File: config.mk
export PLATFORM = sky130hd
export DESIGN_NAME = qbio_port
export DESIGN_NICKNAME = d
export VERILOG_FILES = /design/src/rtl/qbio_pkg.sv /design/src/rtl/qbio_sync.sv /design/src/rtl/qbio_latch.sv /design/src/rtl/qbio_padctl.sv /design/src/rtl/qbio_port.sv
export SDC_FILE = /design/constraint.sdc
export NUM_CORES = 1
export LEC_CHECK = 0
export CAP_MARGIN = 20
export CORE_ASPECT_RATIO = 1.5
export CORE_MARGIN = 2
export CORE_UTILIZATION = 55
export DETAILED_ROUTE_END_ITERATION = 12
export DONT_BUFFER_PORTS = 1
export GPL_TIMING_DRIVEN = 0
export PLACE_DENSITY = 0.7
export SLEW_MARGIN = 40
export SYNTH_ARGS = -nofsm -noshare
export SYNTH_HDL_FRONTEND = slang
export SYNTH_SLANG_ARGS = --single-unit
File: constraint.sdc
create_clock -name clk -period 3 [get_ports clk]
set_input_delay 0.3 -clock clk [delete_from_list [all_inputs] [get_ports clk]]
set_output_delay 0.3 -clock clk [all_outputs]
set_load 0.02 [all_outputs]
File: src/rtl/qbio_pkg.sv
package qbio_pkg;
  typedef enum logic [1:0] {
    RMW_AND  = 2'b00,
    RMW_OR   = 2'b01,
    RMW_XOR  = 2'b10,
    RMW_CLRM = 2'b11
  } rmw_op_e;

  localparam int unsigned FN_W = 32;

  // Combines latch contents with an operand; the operand never sees pin levels.
  function automatic logic [FN_W-1:0] rmw_apply(input logic [1:0] op,
                                                input logic [FN_W-1:0] cur,
                                                input logic [FN_W-1:0] opnd);
    case (rmw_op_e'(op))
      RMW_AND: rmw_apply = cur & opnd;
      RMW_OR:  rmw_apply = cur | opnd;
      RMW_XOR: rmw_apply = cur ^ opnd;
      default: rmw_apply = cur & ~opnd;
    endcase
  endfunction

  // One-hot mask for a bit index, empty when the index is past the width.
  function automatic logic [FN_W-1:0] bit_mask(input int unsigned idx,
                                               input int unsigned width);
    bit_mask = '0;
    if (idx < width) bit_mask[idx] = 1'b1;
  endfunction
endpackage

File: src/rtl/qbio_sync.sv
module qbio_sync #(
  parameter int unsigned W      = 8,
  parameter int unsigned STAGES = 2
) (
  input  logic         clk,
  input  logic         rst_n,
  input  logic [W-1:0] async_in,
  output logic [W-1:0] sync_out
);
  logic [W-1:0] stage_q [STAGES];

  for (genvar s = 0; s < STAGES; s++) begin : g_stage
    if (s == 0) begin : g_first
      always_ff @(posedge clk or negedge rst_n)
        if (!rst_n) stage_q[s] <= '1;
        else        stage_q[s] <= async_in;
    end else begin : g_next
      always_ff @(posedge clk or negedge rst_n)
        if (!rst_n) stage_q[s] <= '1;
        else        stage_q[s] <= stage_q[s-1];
    end
  end

  assign sync_out = stage_q[STAGES-1];
endmodule

File: src/rtl/qbio_latch.sv
module qbio_latch #(
  parameter int unsigned W     = 8,
  parameter int unsigned IDX_W = 3
) (
  input  logic             clk,
  input  logic             rst_n,
  input  logic             wr_en,
  input  logic [W-1:0]     wr_data,
  input  logic             rmw_en,
  input  logic [1:0]       rmw_op,
  input  logic [W-1:0]     rmw_operand,
  input  logic             bit_set,
  input  logic             bit_clr,
  input  logic [IDX_W-1:0] bit_idx,
  output logic [W-1:0]     latch_q
);
  import qbio_pkg::*;

  logic [W-1:0] rmw_val, sel_mask, latch_d;

  assign rmw_val  = W'(rmw_apply(rmw_op, FN_W'(latch_q), FN_W'(rmw_operand)));
  assign sel_mask = W'(bit_mask(int'(bit_idx), W));

  always_comb begin
    latch_d = latch_q;
    if (rmw_en)       latch_d = rmw_val;
    else if (wr_en)   latch_d = wr_data;
    else if (bit_set) latch_d = latch_q | sel_mask;
    else if (bit_clr) latch_d = latch_q & ~sel_mask;
  end

  always_ff @(posedge clk or negedge rst_n)
    if (!rst_n) latch_q <= '1;
    else        latch_q <= latch_d;
endmodule

File: src/rtl/qbio_padctl.sv
module qbio_padctl #(
  parameter int unsigned W = 8
) (
  input  logic [W-1:0] latch_q,
  input  logic         open_drain,
  input  logic         alt_en,
  input  logic         alt_addr_phase,
  input  logic [W-1:0] alt_addr,
  input  logic [W-1:0] alt_data,
  output logic [W-1:0] pad_val,
  output logic [W-1:0] pin_drive_low,
  output logic [W-1:0] pin_pullup
);
  logic [W-1:0] alt_val;

  assign alt_val       = alt_addr_phase ? alt_addr : alt_data;
  assign pad_val       = alt_en ? alt_val : latch_q;
  assign pin_drive_low = ~pad_val;
  assign pin_pullup    = open_drain ? '0 : pad_val;
endmodule

File: src/rtl/qbio_port.sv
module qbio_port #(
  parameter int unsigned W           = 8,
  parameter int unsigned SYNC_STAGES = 2,
  localparam int unsigned IDX_W      = (W > 1) ? $clog2(W) : 1
) (
  input  logic             clk,
  input  logic             rst_n,
  input  logic             wr_en,
  input  logic [W-1:0]     wr_data,
  input  logic             rmw_en,
  input  logic [1:0]       rmw_op,
  input  logic [W-1:0]     rmw_operand,
  input  logic             bit_set,
  input  logic             bit_clr,
  input  logic [IDX_W-1:0] bit_idx,
  input  logic             rd_sel,
  output logic [W-1:0]     rd_data,
  output logic             bit_test,
  input  logic             open_drain,
  input  logic             alt_en,
  input  logic             alt_addr_phase,
  input  logic [W-1:0]     alt_addr,
  input  logic [W-1:0]     alt_data,
  input  logic [W-1:0]     pin_in,
  output logic [W-1:0]     pin_drive_low,
  output logic [W-1:0]     pin_pullup
);
  // Named internal events for the checker.
  logic [W-1:0] latch_q;
  logic [W-1:0] pin_sync_q;
  logic [W-1:0] pad_val;
  logic         rmw_fire, wr_fire, bitop_fire;

  assign rmw_fire   = rmw_en;
  assign wr_fire    = wr_en & ~rmw_en;
  assign bitop_fire = (bit_set | bit_clr) & ~wr_en & ~rmw_en;

  qbio_sync #(.W(W), .STAGES(SYNC_STAGES)) sync_i (
    .clk(clk), .rst_n(rst_n), .async_in(pin_in), .sync_out(pin_sync_q)
  );

  qbio_latch #(.W(W), .IDX_W(IDX_W)) latch_i (
    .clk(clk), .rst_n(rst_n),
    .wr_en(wr_en), .wr_data(wr_data),
    .rmw_en(rmw_en), .rmw_op(rmw_op), .rmw_operand(rmw_operand),
    .bit_set(bit_set), .bit_clr(bit_clr), .bit_idx(bit_idx),
    .latch_q(latch_q)
  );

  qbio_padctl #(.W(W)) pad_i (
    .latch_q(latch_q), .open_drain(open_drain),
    .alt_en(alt_en), .alt_addr_phase(alt_addr_phase),
    .alt_addr(alt_addr), .alt_data(alt_data),
    .pad_val(pad_val),
    .pin_drive_low(pin_drive_low), .pin_pullup(pin_pullup)
  );

  assign rd_data  = rd_sel ? latch_q : pin_sync_q;
  assign bit_test = (int'(bit_idx) < W) ? rd_data[bit_idx] : 1'b0;
endmodule

# Yosys cells after proc, flatten, opt, wreduce, memory -nomap -nowiden
# Cells that the tools add are included.
dict set report classes {
  addsub 0
  n_bitwise 9
  mux 13
  order_cmp 3
  eq_ne 2
  n_div 0
  n_mul 0
  n_reduce_logical 3
  shift 0
}
# cell n
set ops {}
lappend ops {{8-bit two-way mux} 8}
lappend ops {{8-bit AND} 3}
lappend ops {{8-bit NOT} 3}
lappend ops {{8-bit one-hot mux with 3 select lines} 1}
lappend ops {{8-bit bitwise OR} 2}
lappend ops {{8-bit bitwise XOR} 1}
lappend ops {{3-bit by 6-bit < comparator with 1-bit output, second input constant} 1}
lappend ops {{3-bit by 4-bit < comparator with 1-bit output, second input constant} 1}
lappend ops {{4-bit nonzero test} 1}
lappend ops {{1-bit binary-select mux with 3-bit select} 1}
lappend ops {{1-bit demux with 3-bit select} 1}
lappend ops {{3-bit by 1-bit >= comparator with 1-bit output, second input constant} 1}
lappend ops {{2-bit by 1-bit == test with 1-bit output, second input constant} 1}
lappend ops {{2-bit == test, second input constant} 1}
lappend ops {{2-bit zero test} 1}
lappend ops {{1-bit two-way mux} 2}
lappend ops {{1-bit logical AND} 1}
dict set report totals {
  memories 0
  elab_cells 33
  inputBits 55
  register_bits 24
  latchBits 0
  ramBits 0
  output_inout_bits 25
  romBits 0
}

# Longest topological paths before layout
# Gate-level depths: netlist (run 1).
dict set report logic_depth {
  depth_word 10
  depth_mapped 7
  depth_no_buf 6
}

# Hierarchy
# From an unflattened synthesis (run 1), not the netlist that was laid out.
dict set report unflattened {
  hier_cells 218
  area_unflattened_um2 2094.5
}
# module area_each_um2 seq_area_each_um2 instances cells_each
set by_module_without_submodules {}
lappend by_module_without_submodules {qbio_latch 1011.0 210.2 1 131}
lappend by_module_without_submodules {qbio_sync 480.5 420.4 1 24}
lappend by_module_without_submodules {qbio_padctl 381.6 0.0 1 45}
lappend by_module_without_submodules {qbio_port 221.5 0.0 1 18}

# Least setup slack after synthesis (run 1)
# Ideal clock, no wire load.
dict set report synth_path {
  path_kind {input -> output}
  from {input rd_sel}
  to {output bit_test}
  path_stages 5
  required_ns 2.700
  path_slack_ns 1.228
  path_buffers 1
  arrival_time_ns 1.472
  path_cell_list {buf_2 mux2_1 a21o_1 a221oi_1 o21bai_1}
}
dict set report synth_between {
  elab_chain_len 3
}
# element line
set synth_rtl {}
lappend synth_rtl {{from (decl)} qbio_port.sv:16} ;# input logic rd_sel,
lappend synth_rtl {{8-bit two-way mux} qbio_port.sv:58} ;# assign rd_data = rd_sel ? latch_q : pin_sync_q;
lappend synth_rtl {{net rd_data[0]} qbio_port.sv:17} ;# output logic [W-1:0] rd_data,
lappend synth_rtl {{1-bit binary-select mux with 3-bit select} qbio_port.sv:59} ;# assign bit_test = (int'(bit_idx) < W) ? rd_data[bit_idx] : 1'b0;
lappend synth_rtl {{1-bit two-way mux (not written as such)} qbio_port.sv:59}
lappend synth_rtl {{to (decl)} qbio_port.sv:18} ;# output logic bit_test,
# The timed path passes the listed nets, and every way through them passes these cells. The select of a mux whose other input is x is not followed.

==> impl_metrics.csv, run 1 <==
group,metric,value,unit
pwr,power_frac_seq,47.7,%
timing,timing.fmax,478,MHz
worst_hold_path,hold_class,"primary input to register",
finish,syn2layout_area_growth,5.27,%
setup_path,critPathMaxFanout,5,
placed_design,hpwl,3410,µm
global_route,gr-total-overflow,0,
pwr,intPower,0.000560,W
clock_network,cts_root_buf,"clkbuf_8",
global_route,grt_max_degree,25,
pwr,leakage,0.857,nW
routing,wl_met1,1490,µm
yosys,synth_commonest_cells,"inv_1 (27), dfstp_2 (24), nand2_1 (24)",
routing,num_vias,1479,
routing,wl_per_cell,17.1,µm
floorplanning,core-area,3160,µm²
setup_path,critPathTopFamily,"compound AO/OA/AOI/OAI gates",
placed_design,portBuffers,0,
clock_network,htreeDepth,1,
setup_path,arrival,1.79,ns
clock_network,clk_path_buf_depth,2,
floorplanning,num_rows,25,
routing,drc_errors,0,
timing,worstMarginPinSlew,0.572,ns
routing,drt_iter0_drc,59,
clock_network,cts_tree,"built",
floorplanning,io-pin-count,80,
clock_network,clock-sinks,24,
pwr,p_switching,0.000284,W
setup_path,cpPeakStageDelay,0.41,ns
yosys,yosysWarnings,0,
finish,fin_area,1920,µm²
clock_network,clk_pin_slew_worst_paths,0.07,ns
status,status,"finished, final reports clean",
finish,regArea,631,µm²
setup_path,worst_setup_path_end_kind,"output pin",
routing,routed.top_layer,"met4",
finish,drive_above_1_share,19.4,%
finish,multiInputGateArea,1020,µm²
yosys,ys.flop_type,"dfstp_2",
clock_network,clock_latency,0.26,ns
global_route,grt_pass1_wl,6560,µm
global_route,antenna_found_initial,0,
placed_design,gp_congestion,0.948,
pwr,pwr-share-comb,31.1,%
setup_path,slowest_stage,"dfstp_2",
routing,routed_wirelength,4210,µm
floorplanning,die_h,74.6,µm
clock_network,cts_buffers,3,
yosys,yosysTopAreaCellShare,34.5,%
timing,setup_tns,0,ns
finish,antenna_cells,0,
timing,drv_slew,0,
setup_path,path_class,"register to output pin",
global_route,grt_usage,22.6,%
timing,rsz0062_at_grt,"no",
pwr,finalPower,0.000844,W
pwr,power_frac_clock,21.2,%
yosys,yosysTopAreaCell,"dfstp_2",
pwr,power_density,439,nW/µm²
clock_network,cts_resized,0,
floorplanning,chipWidth,51.1,µm
routing,first_pass_iters,4,
pwr,ir_worst_vdd,0.501,mV
floorplanning,initial_core_util,57.8,%
yosys,synth_edf_count,0,
yosys,synthMostInstantiatedCell,"inv_1",
yosys,synth-seq-cells,24,
routing,dr_wl_met2,2330,µm
yosys,syn-cell-area,1830,µm²
timing,finalCriticalPeriod,2.09,ns
routing,ant_nets,0,
timing,hold_viol_final,0,
yosys,syn_avg_cell_area,9.04,µm²
setup_path,r2r_setup_slack,1.44,ns
finish,finish.utilization,60.9,%
setup_path,cp_cell_sequence,"mux2_1 -> a21o_1 -> a221oi_1 -> o21bai_1",
timing,maxSlewHeadroom,61.9,%
routing,vias_per_cell,6.01,
yosys,yosysSeqAreaShare,34.5,%
setup_path,crit_buf_inv,0,
setup_path,worstPathRequired,2.70,ns
setup_path,startpoint_type,"register",
yosys,ys_async_sr_fraction,100,%
global_route,grt_pass1_vias,1416,
yosys,syn-instance-count,202,
clock_network,post_cts_buffers,0,
pwr,power.share.switching,33.7,%
placed_design,post_dp_cell_area,1880,µm²
timing,finalSetupViolCount,0,
finish,final_net_count,274,
yosys,synth_cell_types,30,
timing,fin_crit_sh,69.8,%
yosys,synth_nets,268,
finish,fillers,280,
job,maxCapViolCount,0,
yosys,synth_area_leaders,"dfstp_2 (35%), mux2i_1 (8.8%), ha_1 (7.5%)",
routing,dr_wl_met3,346,µm
timing,fin_worst_skew,0.000675,ns
floorplanning,die-area,3810,µm²
## cells by family after synthesis
kind of cell             share of synthesized area [%]
AND/OR/NAND/NOR                                   12.3
buffers and inverters                             9.38
AO/OA/AOI/OAI                                     15.0
multiplexers                                      17.4
flip-flops                                        34.5
adder cells (fa/ha/maj)                           7.53
XOR/XNOR                                          3.84
## timing repair
item	in CTS	in global routing
hold endpoints to repair	24	0
hold buffers	1	0
endpoints found under the setup margin	0	0
## area by class of cell
cell class	count	area share, %
Inverter	29	5.66
Multi-Input combinational cell	136	53.3
Clock buffer	3	2.15
Sequential cell	24	32.8
Tap cell	40	2.60
Timing Repair Buffer	1	0.260
Buffer	13	3.25
## layout by cell type (no fill, tap or decap), types with 2 or more instances in the layout
cell type,count
inv_1,27
nand2_1,24
dfstp_2,24
mux2i_1,16
o21ai_1,14
a22oi_1,12
ha_1,11
nor2_1,9
mux2_1,8
xnor2_1,8
buf_2,6
mux2_2,6
clkbuf_1,5
a221oi_1,4
nor2b_1,3
a21o_1,3
a31oi_1,3
nand4b_1,3
clkbuf_8,3
buf_1,2
nand3_1,2
clkinv_1,2
a32oi_1,2
nand4bb_1,2
## routing by layer
layer	up-vias	global-route usage (%)
li1	697	-
met4	0	5.71
met3	8	4.02
met2	74	44.9
met5	-	0
met1	700	24.0
## final timing paths
check	start	end	cells past startpoint
max in group asynchronous	rst_n	sync_i.sync_out[2]	1
min in group asynchronous	rst_n	sync_i.stage_q[9]	1
max	register	bit_test	4
min	pin_in[6]	sync_i.stage_q[14]	0
max reg2reg	register	register	5
min reg2reg	sync_i.stage_q[12]	sync_i.sync_out[4]	0
## power groups by stage
stage                     combinational (W)  sequential (W)  clock (W)
final                              0.000262        0.000403   0.000179
after global placement             0.000248        0.000406          0
after detailed placement           0.000257        0.000408          0
after global routing               0.000293        0.000406   0.000195
after floorplan                    0.000221        0.000392          0
after CTS                          0.000265        0.000403   0.000185
## worst reg2reg max path, stage by stage (launching register included)
cell and delay [ns]:
dfstp_2 0.59, inv_1 0.06, ha_1 0.27, a22oi_1 0.18
mux2i_1 0.11, mux2_2 0.28
## per-stage QoR
stage	hold WS, ns	setup slack [ns]	instances
floorplan	0.152	1.23	202
global placement	0.154	1.04	242
detailed placement	0.154	1.03	242
CTS	0.0263	0.902	246
global route	0.0180	0.842	246
finish	0.0299	0.907	246
(Power assumes the default switching activity.)
==> inputs of run 2 (changes only) <==
--- a/config.mk
+++ b/config.mk
@@ -12,7 +12,7 @@
 export DETAILED_ROUTE_END_ITERATION = 12
 export DONT_BUFFER_PORTS = 1
 export GPL_TIMING_DRIVEN = 0
-export PLACE_DENSITY = 0.7
+export PLACE_DENSITY = 0.73
 export SLEW_MARGIN = 40
 export SYNTH_ARGS = -nofsm -noshare
 export SYNTH_HDL_FRONTEND = slang
==> constraint.sdc (replaced) <==
create_clock -name clk -period 1.7 [get_ports clk]
set_input_delay 0.17 -clock clk [delete_from_list [all_inputs] [get_ports clk]]
set_output_delay 0.17 -clock clk [all_outputs]
set_load 0.02 [all_outputs]
==> run 2 against run 1 <==
- the flow now finishes with violations (negative setup slack)
- critical path depth down 1
- setup slack worse by 0.91 ns
- clock-buffer cell count increased by 1
- sequential power rose by 76%
- clock power grew 110%
- sequential share of layout area shrank 2.5 points
- core utilization up 5.0 points
- cell count up 4.5%
- routed wire length increased by 6.1%
- register-to-register slack lost 1.3 ns
- critical path type unchanged
- largest cell class unchanged
==> impl_metrics.csv, run 2 (synthesis results as in run 1) <==
group,metric,value,unit
status,status,"complete, but fails checks",
status,failed_checks,"negative setup slack",
timing,drv_slew,0,
clock_network,clk_pin_slew_worst_paths,0.08,ns
global_route,grt_max_degree,25,
finish,fillers,269,
global_route,antenna_found_initial,0,
setup_path,path_class,"register to output pin",
timing,finalSetupViolCount,1,
routing,ant_nets,0,
job,maxCapViolCount,0,
finish,drive_above_1_share,25.8,%
finish,layout.cells.most_common,"inv_1",
finish,multiInputGateArea,1060,µm²
setup_path,cp_cell_sequence,"mux2_2 -> a221oi_2 -> o21bai_2",
timing,setup_tns,-0.00161,ns
timing,fin_ws,-0.00161,ns
setup_path,arrival,1.53,ns
clock_network,cts_root_buf,"clkbuf_8",
clock_network,htreeDepth,1,
timing,fin_crit_sh,100,%
timing,hold_viol_final,0,
finish,layout_common_cells,"inv_1 (27), nand2_1 (24), dfstp_2 (24)",
placed_design,place_ws,0.00160,ns
setup_path,critPathMaxFanout,5,
timing,timing.fmax,588,MHz
floorplanning,chipWidth,51.1,µm
placed_design,gp_congestion,0.936,
finish,final_net_count,284,
setup_path,slowest_stage,"dfstp_2",
clock_network,cts_tree,"built",
floorplanning,io-pin-count,80,
timing,finalCriticalPeriod,1.70,ns
floorplanning,num_rows,25,
pwr,ir_worst_vdd,0.844,mV
finish,syn2layout_area_growth,13.9,%
floorplanning,die_h,74.6,µm
pwr,leakage,0.934,nW
routing,routed_wirelength,4470,µm
routing,num_vias,1489,
placed_design,hpwl,3440,µm
clock_network,clock-sinks,24,
finish,regArea,631,µm²
routing,drc_errors,0,
clock_network,clk_path_buf_depth,2,
setup_path,worstPathRequired,1.53,ns
floorplanning,initial_core_util,57.8,%
floorplanning,core-area,3160,µm²
global_route,grt_pass1_wl,6620,µm
pwr,power_density,778,nW/µm²
global_route,grt_usage,23.4,%
floorplanning,die-area,3810,µm²
routing,first_pass_iters,4,
global_route,gr-total-overflow,0,
worst_hold_path,hold_class,"primary input to register",
placed_design,portBuffers,0,
finish,antenna_cells,0,
timing,fin_worst_skew,0.00140,ns
routing,vias_per_cell,5.79,
timing,hold_slack,0.164,ns
clock_network,cts_buffers,3,
setup_path,cpPeakStageDelay,0.61,ns
setup_path,startpoint_type,"register",
timing,rsz0062_at_grt,"yes",
setup_path,worst_setup_path_end_kind,"output pin",
routing,drt_iter0_drc,34,
clock_network,clock_latency,0.27,ns
routing,wl_per_cell,17.4,µm
global_route,grt_pass1_vias,1528,
timing,worstMarginPinSlew,0.591,ns
timing,maxSlewHeadroom,60.6,%
-- run 2: worst max-delay path: cells and delay by family, from the launching register on --
family	cells	cell delay (ns)
flops	1	0.61
compound gates	2	0.37
mux	1	0.28
-- run 2: worst paths after layout --
| path | from | depth (start not counted) | to | slack, ns |
|---|---|---|---|---|
| worst min-delay path | wr_data[7] | 3 | register | 0.16 |
| max in group asynchronous | rst_n | 1 | async pin | 1.48 |
| worst max-delay path | register | 3 | bit_test | -0.002 |
| worst max register to register | register | 6 | register | 0.12 |
| min in group asynchronous | rst_n | 1 | sync_i.sync_out[6] | 0.19 |
| worst min register to register | sync_i.stage_q[8] | 0 | sync_i.sync_out[0] | 0.36 |
-- run 2: area by class of cell --
class	count	share of cell area [%]
inverter	29	5.23
clock buffer	4	2.65
timing repair buffer	11	5.41
tap	40	2.41
multi-input combinational	136	51.0
sequential	24	30.3
buffer	13	3.01
-- run 2: stage by stage --
stage	instance area (µm²)	utilization [%]	instances	total power [W]
finish	2080	65.9	257	0.00162
global route	2080	65.9	257	0.00171
CTS	2060	65.3	256	0.00161
detailed placement	1880	59.4	242	0.00117
global placement	1880	59.4	242	0.00115
floorplan	1830	-	202	0.00108
-- run 2: what timing repair did --
item	CTS	global route
pin swaps	1	1
hold buffers	9	0
resized for setup	13	4
endpoints found under the setup margin	1	3
endpoints found under the hold margin	32	0
buffers inserted	1	1
-- run 2: power breakdown --
part / switching [W] / internal, W
clock: 0.000175 / 0.000207
combinational: 0.000309 / 0.000220
sequential: 0.0000524 / 0.000656
total: 0.000537 / 0.00108
-- run 2: routing by layer --
layer | part of all wire, % | vias to the layer above | global-route usage [%] | wire length (µm)
li1 | - | 720 | - | -
met1 | 36 | 707 | 24.3 | 1610
met2 | 56 | 54 | 45.0 | 2510
met3 | 6.0 | 8 | 4.02 | 266
met4 | 1.8 | 0 | 10.5 | 81
met5 | 0 | - | 0 | 0
